[config.mk]
export PLATFORM = sky130hd
export DESIGN_NAME = aud_serial_fmt
export DESIGN_NICKNAME = d
export VERILOG_FILES = /design/src/rtl/aud_fmt_pkg.sv /design/src/rtl/aud_fmt_timebase.sv /design/src/rtl/aud_fmt_clkgen.sv /design/src/rtl/aud_fmt_lane.sv /design/src/rtl/aud_serial_fmt.sv
export SDC_FILE = /design/constraint.sdc
export NUM_CORES = 1
export LEC_CHECK = 0
export ABC_AREA = 1
export CAP_MARGIN = 20
export CELL_PAD_IN_SITES_DETAIL_PLACEMENT = 1
export CELL_PAD_IN_SITES_GLOBAL_PLACEMENT = 1
export CORE_MARGIN = 10
export CORE_UTILIZATION = 31
export DETAILED_ROUTE_END_ITERATION = 10
export PLACE_DENSITY_LB_ADDON = 0.1
export SLEW_MARGIN = 30
export SYNTH_ARGS = -nofsm -noshare
export SYNTH_HDL_FRONTEND = slang
export SYNTH_HIERARCHICAL = 1
export SYNTH_SLANG_ARGS = --single-unit
[constraint.sdc]
create_clock -name clk -period 5.66 [get_ports clk]
set_input_delay 1.698 -clock clk [delete_from_list [all_inputs] [get_ports clk]]
set_output_delay 1.698 -clock clk [all_outputs]
set_load 0.1 [all_outputs]
[src/rtl/aud_fmt_pkg.sv]
package aud_fmt_pkg;

    localparam int LANES        = 4;
    localparam int SAMP_W       = 24;
    localparam int SLOT_BITS    = 32;
    localparam int MCLK_PER_BIT = 4;
    localparam int GATE_BITS    = SAMP_W;

    localparam int FRAME_MCLK = 2 * SLOT_BITS * MCLK_PER_BIT;
    localparam int CNT_W      = $clog2(FRAME_MCLK);
    localparam int PH_W       = $clog2(MCLK_PER_BIT);
    localparam int POS_W      = $clog2(SLOT_BITS);

    typedef enum logic [1:0] {
        FMT_RJ    = 2'b00,
        FMT_LJ    = 2'b01,
        FMT_HOLD  = 2'b10,
        FMT_GATED = 2'b11
    } fmt_e;

    typedef enum logic [1:0] {
        MD_LEAD   = 2'b00,
        MD_FOLLOW = 2'b01,
        MD_RSV_A  = 2'b10,
        MD_RSV_B  = 2'b11
    } mode_e;

    // frame position: half, slot position, phase inside the bit period
    typedef struct packed {
        logic             half;
        logic [POS_W-1:0] pos;
        logic [PH_W-1:0]  ph;
    } tpos_t;

    function automatic int width_bits(input logic [1:0] sel);
        case (sel)
            2'b01:   return 20;
            2'b10:   return 16;
            default: return SAMP_W;
        endcase
    endfunction

    function automatic logic pick(input logic [SAMP_W-1:0] s, input int idx);
        logic b;
        b = 1'b0;
        for (int i = 0; i < SAMP_W; i++) begin
            if (i == idx) b = s[i];
        end
        return b;
    endfunction

    function automatic logic slot_bit(input logic [SAMP_W-1:0] s,
                                      input logic [1:0]        wsel,
                                      input fmt_e              f,
                                      input logic [POS_W-1:0]  pos);
        int   w;
        int   p;
        logic b;
        w = width_bits(wsel);
        p = int'(pos);
        if (f == FMT_RJ) begin
            if (p < SLOT_BITS - w) b = pick(s, w - 1);
            else                   b = pick(s, SLOT_BITS - 1 - p);
        end else begin
            if (p < w) b = pick(s, w - 1 - p);
            else       b = 1'b0;
        end
        return b;
    endfunction

endpackage

[src/rtl/aud_fmt_timebase.sv]
module aud_fmt_timebase
    import aud_fmt_pkg::*;
#(
    parameter int CW = CNT_W
) (
    input  logic          clk,
    input  logic          rst,
    input  logic          hold,
    input  logic          follow,
    input  logic          wclk_in,
    output logic [CW-1:0] cnt_nxt,
    output logic          frame_start
);
    localparam logic [CW-1:0] HALF_START = CW'(1) << (CW - 1);

    logic [CW-1:0] cnt;
    logic          wsync;
    logic          wprev;
    logic          rise;
    logic          fall;

    always_comb begin
        rise = wsync & ~wprev;
        fall = ~wsync & wprev;
        if (hold)                cnt_nxt = '1;
        else if (follow && rise) cnt_nxt = '0;
        else if (follow && fall) cnt_nxt = HALF_START;
        else                     cnt_nxt = cnt + CW'(1);
        frame_start = (cnt_nxt == '0);
    end

    always_ff @(posedge clk) begin
        if (rst) begin
            cnt   <= '1;
            wsync <= 1'b0;
            wprev <= 1'b0;
        end else begin
            cnt   <= cnt_nxt;
            wsync <= wclk_in;
            wprev <= wsync;
        end
    end

    a_r1_count_step: assert property (@(posedge clk) disable iff (rst)
        (!hold && !(follow && (rise || fall))) |=> cnt == CW'($past(cnt) + CW'(1)));
    a_r5_hold_parks: assert property (@(posedge clk) disable iff (rst)
        hold |=> cnt == '1);
    a_r9_rise_align: assert property (@(posedge clk) disable iff (rst)
        (!hold && follow && rise) |=> cnt == '0);
    a_r10_fall_align: assert property (@(posedge clk) disable iff (rst)
        (!hold && follow && fall) |=> cnt == HALF_START);

endmodule

[src/rtl/aud_fmt_clkgen.sv]
module aud_fmt_clkgen
    import aud_fmt_pkg::*;
(
    input  logic  clk,
    input  logic  rst,
    input  tpos_t t,
    input  fmt_e  fmt,
    input  mode_e mode,
    output logic  bclk,
    output logic  wclk_out,
    output logic  wclk_oe
);
    logic follow;
    logic hold;
    logic b_n;
    logic w_n;

    always_comb begin
        follow = (mode == MD_FOLLOW);
        hold   = (fmt == FMT_HOLD);
        case (fmt)
            FMT_RJ:    b_n = t.ph[PH_W-1];
            FMT_LJ:    b_n = ~t.ph[PH_W-1];
            FMT_GATED: b_n = (int'(t.pos) < GATE_BITS) && !t.ph[PH_W-1];
            default:   b_n = 1'b0;
        endcase
        w_n = (!follow && !hold) ? ~t.half : 1'b0;
    end

    always_ff @(posedge clk) begin
        if (rst) begin
            bclk     <= 1'b0;
            wclk_out <= 1'b0;
            wclk_oe  <= 1'b0;
        end else begin
            bclk     <= b_n;
            wclk_out <= w_n;
            wclk_oe  <= !follow;
        end
    end

    a_r5_clocks_quiet: assert property (@(posedge clk) disable iff (rst)
        hold |=> (!bclk && !wclk_out));
    a_r9_follow_release: assert property (@(posedge clk) disable iff (rst)
        follow |=> (!wclk_oe && !wclk_out));

endmodule

[src/rtl/aud_fmt_lane.sv]
module aud_fmt_lane
    import aud_fmt_pkg::*;
#(
    parameter int SW = SAMP_W
) (
    input  logic          clk,
    input  logic          rst,
    input  logic          ld,
    input  logic [SW-1:0] ld_left,
    input  logic [SW-1:0] ld_right,
    input  logic          frame_start,
    input  tpos_t         t,
    input  logic [1:0]    wsel,
    input  fmt_e          fmt,
    input  logic          kill,
    output logic          sd
);
    logic [SW-1:0] pend_l, pend_r;
    logic [SW-1:0] act_l, act_r;
    logic [SW-1:0] act_l_n, act_r_n;
    logic [SW-1:0] word;

    always_comb begin
        act_l_n = frame_start ? pend_l : act_l;
        act_r_n = frame_start ? pend_r : act_r;
        word    = t.half ? act_r_n : act_l_n;
    end

    always_ff @(posedge clk) begin
        if (rst) begin
            pend_l <= '0;
            pend_r <= '0;
            act_l  <= '0;
            act_r  <= '0;
            sd     <= 1'b0;
        end else begin
            if (ld) begin
                pend_l <= ld_left;
                pend_r <= ld_right;
            end
            act_l <= act_l_n;
            act_r <= act_r_n;
            sd    <= kill ? 1'b0 : slot_bit(word, wsel, fmt, t.pos);
        end
    end

    a_r11_kill_low: assert property (@(posedge clk) disable iff (rst)
        kill |=> !sd);

endmodule

[src/rtl/aud_serial_fmt.sv]
module aud_serial_fmt
    import aud_fmt_pkg::*;
#(
    parameter int NL = LANES,
    parameter int SW = SAMP_W
) (
    input  logic             clk,
    input  logic             rst,
    input  logic [1:0]       mode_sel,
    input  logic [1:0]       fmt_sel,
    input  logic [1:0]       width_sel,
    input  logic             mute,
    input  logic             ld_valid,
    input  logic [NL*2*SW-1:0] ld_samples,
    input  logic             wclk_in,
    output logic             wclk_out,
    output logic             wclk_oe,
    output logic             bclk,
    output logic [NL-1:0]    sdata
);
    localparam int PAIR_W = 2 * SW;

    fmt_e         fmt;
    mode_e        mode;
    logic         hold;
    logic         follow;
    logic         kill;
    logic [CNT_W-1:0] cnt_nxt;
    logic         frame_start;
    tpos_t        t;

    always_comb begin
        fmt    = fmt_e'(fmt_sel);
        mode   = mode_e'(mode_sel);
        hold   = (fmt == FMT_HOLD);
        follow = (mode == MD_FOLLOW);
        kill   = mute | hold | mode_sel[1];
        t      = tpos_t'(cnt_nxt);
    end

    aud_fmt_timebase #(.CW(CNT_W)) u_tb (
        .clk         (clk),
        .rst         (rst),
        .hold        (hold),
        .follow      (follow),
        .wclk_in     (wclk_in),
        .cnt_nxt     (cnt_nxt),
        .frame_start (frame_start)
    );

    aud_fmt_clkgen u_ck (
        .clk      (clk),
        .rst      (rst),
        .t        (t),
        .fmt      (fmt),
        .mode     (mode),
        .bclk     (bclk),
        .wclk_out (wclk_out),
        .wclk_oe  (wclk_oe)
    );

    for (genvar i = 0; i < NL; i++) begin : g_lane
        aud_fmt_lane #(.SW(SW)) u_lane (
            .clk         (clk),
            .rst         (rst),
            .ld          (ld_valid),
            .ld_left     (ld_samples[i*PAIR_W +: SW]),
            .ld_right    (ld_samples[i*PAIR_W + SW +: SW]),
            .frame_start (frame_start),
            .t           (t),
            .wsel        (width_sel),
            .fmt         (fmt),
            .kill        (kill),
            .sd          (sdata[i])
        );
    end

    a_r12_reserved_silent: assert property (@(posedge clk) disable iff (rst)
        mode_sel[1] |=> sdata == '0);
    a_r11_mute_silent: assert property (@(posedge clk) disable iff (rst)
        mute |=> sdata == '0);

endmodule

-- After elaboration in Yosys (flattened, before gate mapping)
Index checks and enable logic that the tools add are counted.
- register bits after elaboration: 401
- input bits: 203
- output and inout bits: 7
- bitwise gates (word level): 9
- muxes and demuxes: 318
- reduce and logical (&&, ||, !) cells: 14
- $add $sub $neg: 5
- order comparisons: 3
- equality and inequality tests: 75
- operators with widths (kind ; number):
    $eq A5 B32 Y1 const A ; 24
    $eq A6 B32 Y1 const A ; 24
    $eq A4 B32 Y1 const A ; 12
    $mux W1 ; 300
    $mux W24 ; 12
    $eq A3 B32 Y1 const A ; 6
    $eq A2 B32 Y1 const A ; 3
    $logic_not A32 Y1 ; 3
    $lt A6 B32 Y1 ; 2
    $mux W32 ; 1
    $sub A32 B2 Y32 const B ; 1
    $sub A32 B6 Y32 ; 1
    $sub A7 B32 Y32 const A ; 1
    $mux W8 ; 3
    $add A8 B1 Y8 const B ; 1
    $logic_not A8 Y1 ; 1
    $pmux W4 S2 ; 1
    $eq A2 B1 Y1 const B ; 3
    $eq A2 B2 Y1 const B ; 3
    $sub A5 B5 Y6 const A ; 1
    $lt A5 B5 Y1 const B ; 1
    $not A1 Y1 ; 5
    $logic_and A1 B1 Y1 ; 4
    $reduce_or A2 Y1 ; 2
    5 further kinds ; 9

-- Logic depth before layout (Yosys ltp)
- word-level depth: 35
- gate-level depth with buffers: 38
- mapped depth without buffers: 37

-- Cells and area by module
The synthesis kept the hierarchy.
- modules (own cells, without submodules) (module ; area an instance (sq um) ; cells an instance ; sequential area each (sq um) ; instances):
    aud_fmt_lane (g_lane[1].u_lane) ; 4882.2 ; 707 ; 1941.9 ; 1
    aud_fmt_lane (g_lane[3].u_lane) ; 4880.9 ; 684 ; 1941.9 ; 1
    aud_fmt_lane (g_lane[0].u_lane) ; 4817.1 ; 684 ; 1941.9 ; 1
    aud_fmt_lane (g_lane[2].u_lane) ; 4782.1 ; 686 ; 1941.9 ; 1
    aud_fmt_timebase ; 544.3 ; 89 ; 200.2 ; 1
    aud_fmt_clkgen ; 126.4 ; 19 ; 60.1 ; 1
    aud_serial_fmt ; 28.8 ; 7 ; 0.0 ; 1

-- Worst setup path before layout
Ideal clock, no wire load.
- kind: input-to-reg
- start: input fmt_sel[0]
- end: register g_lane[2].u_lane.sd
- stages: 33
- setup slack: 0.622 ns
- library setup time: 0.115 ns
- buffers on the path: 1
- arrival time: 4.923 ns
- data required time: 5.545 ns
- path through: inv_1 nand2_2 inv_1 inv_1 buf_1 nand2_1 inv_1 ha_1 nand2_1 nand2_1 fa_1 inv_1 nand2_1 inv_1 nand2_1 nor2_1 nor2_1 nand2_1 nand3_1 nand2_1 nand3_1 nand2_1 nand4_1 nor2_1 nand3_1 nand2_1 nand3_1 nand2_1 nand2_1 nand2_1 nand2_1 nand2_1 nor2_1
- cells in the longest elaborated chain, start to end: 31
- elaborated cells on any way between the ends: 137
- classes of those cells: add/sub: 2; order compare: 2; eq/ne: 47; mux: 79; bitwise: 2; reduce/logical: 5
- RTL lines (what ; RTL line ; RTL):
    start, declared ; aud_serial_fmt.sv:10 ; input logic [1:0] fmt_sel,
    $eq A2 B2 Y1 (*) ; aud_serial_fmt.sv:35 ; hold = (fmt == FMT_HOLD);
    net hold ; aud_serial_fmt.sv:25 ; logic hold;
    $mux W8 (*) ; aud_fmt_timebase.sv:25 ; if (hold) cnt_nxt = '1;
    net cnt_nxt[5] ; aud_serial_fmt.sv:28 ; logic [CNT_W-1:0] cnt_nxt;
    parallel branches: the longest is 28 deep, another holds $sub A32 B6 Y32 ; - ;
    $mux W1 (*) ; aud_fmt_pkg.sv:61 ; if (f == FMT_RJ) begin
    end signal, assigned ; aud_fmt_lane.sv:43 ; sd <= kill ? 1'b0 : slot_bit(word, wsel, fmt, t.pos);
    end, declared ; aud_fmt_lane.sv:16 ; output logic sd
Mark *: on every way through the listed nets, which the timed path passes.
A chain may end at the register's enable or synchronous reset.

-- Worst setup path after layout
- start: input mode_sel[1]
- end: register g_lane[2].u_lane.sd
- cells in the longest elaborated chain, start to end: 34
- elaborated cells on any way between the ends: 139
- classes of those cells: add/sub: 2; order compare: 2; eq/ne: 47; mux: 81; bitwise: 1; reduce/logical: 6
- RTL lines (what ; RTL line ; RTL):
    start, declared ; aud_serial_fmt.sv:9 ; input logic [1:0] mode_sel,
    $eq A2 B1 Y1 (*) ; aud_serial_fmt.sv:36 ; follow = (mode == MD_FOLLOW);
    net follow ; aud_serial_fmt.sv:26 ; logic follow;
    $logic_and A1 B1 Y1 ; aud_fmt_timebase.sv:27 ; else if (follow && fall) cnt_nxt = HALF_START;
    $mux W8 ; aud_fmt_timebase.sv:27 ;
    $mux W8 (*) ; aud_fmt_timebase.sv:26 ; else if (follow && rise) cnt_nxt = '0;
    $mux W8 (*) ; aud_fmt_timebase.sv:25 ;
    net cnt_nxt[4] ; aud_serial_fmt.sv:28 ;
    parallel branches: the longest is 28 deep, another holds $sub A32 B6 Y32 ; - ;
    $mux W1 (*) ; aud_fmt_pkg.sv:61 ;
Marks and branches as above.

==> flow_summary.ini <==
[final_layout]
antennaDiodeCount = 0
mostFrequentLayoutCell = nand2_1
final_cell_mix = nand2_1 (757), nor2_1 (436), dfxtp_1 (401)
area_growth_pct = 26.4
nets = 3401
drive_gt1_share_pct = 11.0
final_cell_area_um2 = 25400

[grt]
grt_pass1_wl_um = 108000
antenna_found_initial = 0
grt_pass1_vias = 20400
grt_max_degree = 192
gr-total-overflow = 0
grt_usage_pct = 17.4

[placed_design]
place_hpwl_um = 49400
dp_slack_ns = -0.181
place_area_um2 = 23800
gp_congestion = 0.880
port_buffers = 209

[synthesis]
syn_area_per_cell_um2 = 6.98
yosys_warnings = 6
netlist_area_um2 = 20100
synth_nets = 3123
synth_cells = 2875

[critical_path]
critPathKind = input pin to register
cp-end-kind = register
r2r_slack_ns = 1.80
critical_path.max_fanout = 7
arrival_ns = 5.60
worstPathRequired_ns = 6.14
cp_common_cell = nand2_1
crit_end = g_lane[2].u_lane/sd
reg2reg_to = g_lane[2].u_lane/sd
rr_worst_depth = 34
startpoint = mode_sel[1]
max_stage_delay_ns = 0.49
cp_slowest_cell = clkdlybuf4s50_1
cp-start-kind = input pin
r2r_start = u_tb/cnt[0]

[cts]
clk_path_buf_depth = 3
postCtsSetupBuffers = 0
cts_made_buffers = 48
cts_tree = built
clk_latency_ns = 0.58
clk_pin_slew_ns = 0.06
clock-sinks = 401
cts_max_level = 2
cts_root_buffer = clkbuf_16

[floorplanning]
pin_count = 210
die_area_um2 = 75300
initial_core_util_pct = 31.2
rows = 93
die_x_um = 274
die_h_um = 274
core_area_um2 = 64200

[sta]
period_minus_slack_ns = 5.12
setup_violations = 0
timing.final.crit_share_pct = 90.5
finalWorstSetupSlack_ns = 0.538
clock-skew-final_ns = 0.0186
timing.hold.ws_ns = 0.461
finalMaxSlewViolations = 0
rsz0062_at_grt = false
fin_tns_setup_ns = 0
tightest_slew_ns = 1.08
slew_headroom_pct = 28.2
hold_violations = 0
fmax_mhz = 195

[route]
wirelength_um = 66800
wl_per_cell_um = 16.5
ant_nets = 0
drc = 0
num_vias = 19200
dr.first_iter.drc_count = 805
first_pass_iters = 4
viasPerCell = 4.74

[flow_run]
max-cap-violations = 0

[run_status]
status = complete, no violations

[worst_hold_path]
hp-class = register to register

[power]
ir_drop_mv = 0.261
leakagePower_nw = 10.8
cellPowerDensity_nw_per_um2 = 318
flip-flops by register name, summed over array words and instances (netlist names), 4 cells and up:
register              flops
g_lane.u_lane/act_l      96
g_lane.u_lane/act_r      96
g_lane.u_lane/pend_l     96
g_lane.u_lane/pend_r     96
g_lane.u_lane/sd          4
u_tb/cnt                  8
stage by stage:
step | std cells | power [W] | utilization [%]
2_1_floorplan | 2875 | 0.00423 | -
3_3_place_gp | 3958 | 0.00505 | 37.1
3_5_place_dp | 3958 | 0.00508 | 37.1
4_1_cts | 4044 | 0.00820 | 39.5
5_1_grt | 4044 | 0.00854 | 39.5
6_report | 4044 | 0.00805 | 39.5
layer usage:
| metal | GRT usage [%] | vias up | wire, um | part of all wire, % |
|---|---|---|---|---|
| li1 | - | 9786 | - | - |
| met1 | 23.2 | 9132 | 32700 | 49 |
| met2 | 29.2 | 205 | 30900 | 46 |
| met3 | 2.77 | 63 | 2220 | 3.3 |
| met4 | 3.57 | 0 | 956 | 1.4 |
| met5 | 0 | - | 0 | 0 |
area by class of cell:
type                       count  area [um^2]
timing repair buffer         364         3370
fill                        8063        38900
tap                          855         1070
clock buffer                  69         1400
multi-input combinational   2051        10300
sequential                   401         8030
clock inverter                17          149
inverter                     287         1080
repair_timing:
| action | in CTS | in global routing |
|---|---|---|
| setup endpoints to repair | 0 | 3 |
| hold buffers | 0 | 0 |
| resized for setup | 0 | 2 |
critical path, delay by kind of cell:
kind,cells,cell delay (ns)
buffers and inverters,6,0.98
adder cells (fa/ha/maj),2,0.79
AND/OR/NAND/NOR,29,2.13
power by group:
part           leakage (nW)  switching, W  total, W  internal (W)
combinational          6.77       0.00133   0.00204      0.000709
sequential             3.28     0.0000479   0.00297       0.00292
clock                 0.772       0.00124   0.00305       0.00181
how the worst min path moves through the flow:
| stage | startpoint | end | slack (ns) | depth (start not counted) |
|---|---|---|---|---|
| detailed placement | g_lane[1].u_lane/pend_l[1] | g_lane[1].u_lane/pend_l[1] | 0.46 | 2 |
| CTS | g_lane[1].u_lane/pend_l[1] | g_lane[1].u_lane/pend_l[1] | 0.46 | 2 |
| global placement | g_lane[3].u_lane/pend_r[23] | g_lane[3].u_lane/pend_r[23] | 0.45 | 2 |
| finish | g_lane[2].u_lane/pend_l[16] | g_lane[2].u_lane/pend_l[16] | 0.46 | 2 |
| global route | g_lane[2].u_lane/act_r[3] | g_lane[2].u_lane/act_r[3] | 0.49 | 2 |
| floorplan | g_lane[1].u_lane/pend_l[1] | g_lane[1].u_lane/pend_l[1] | 0.43 | 2 |
Power figures use the tool's default switching activity.
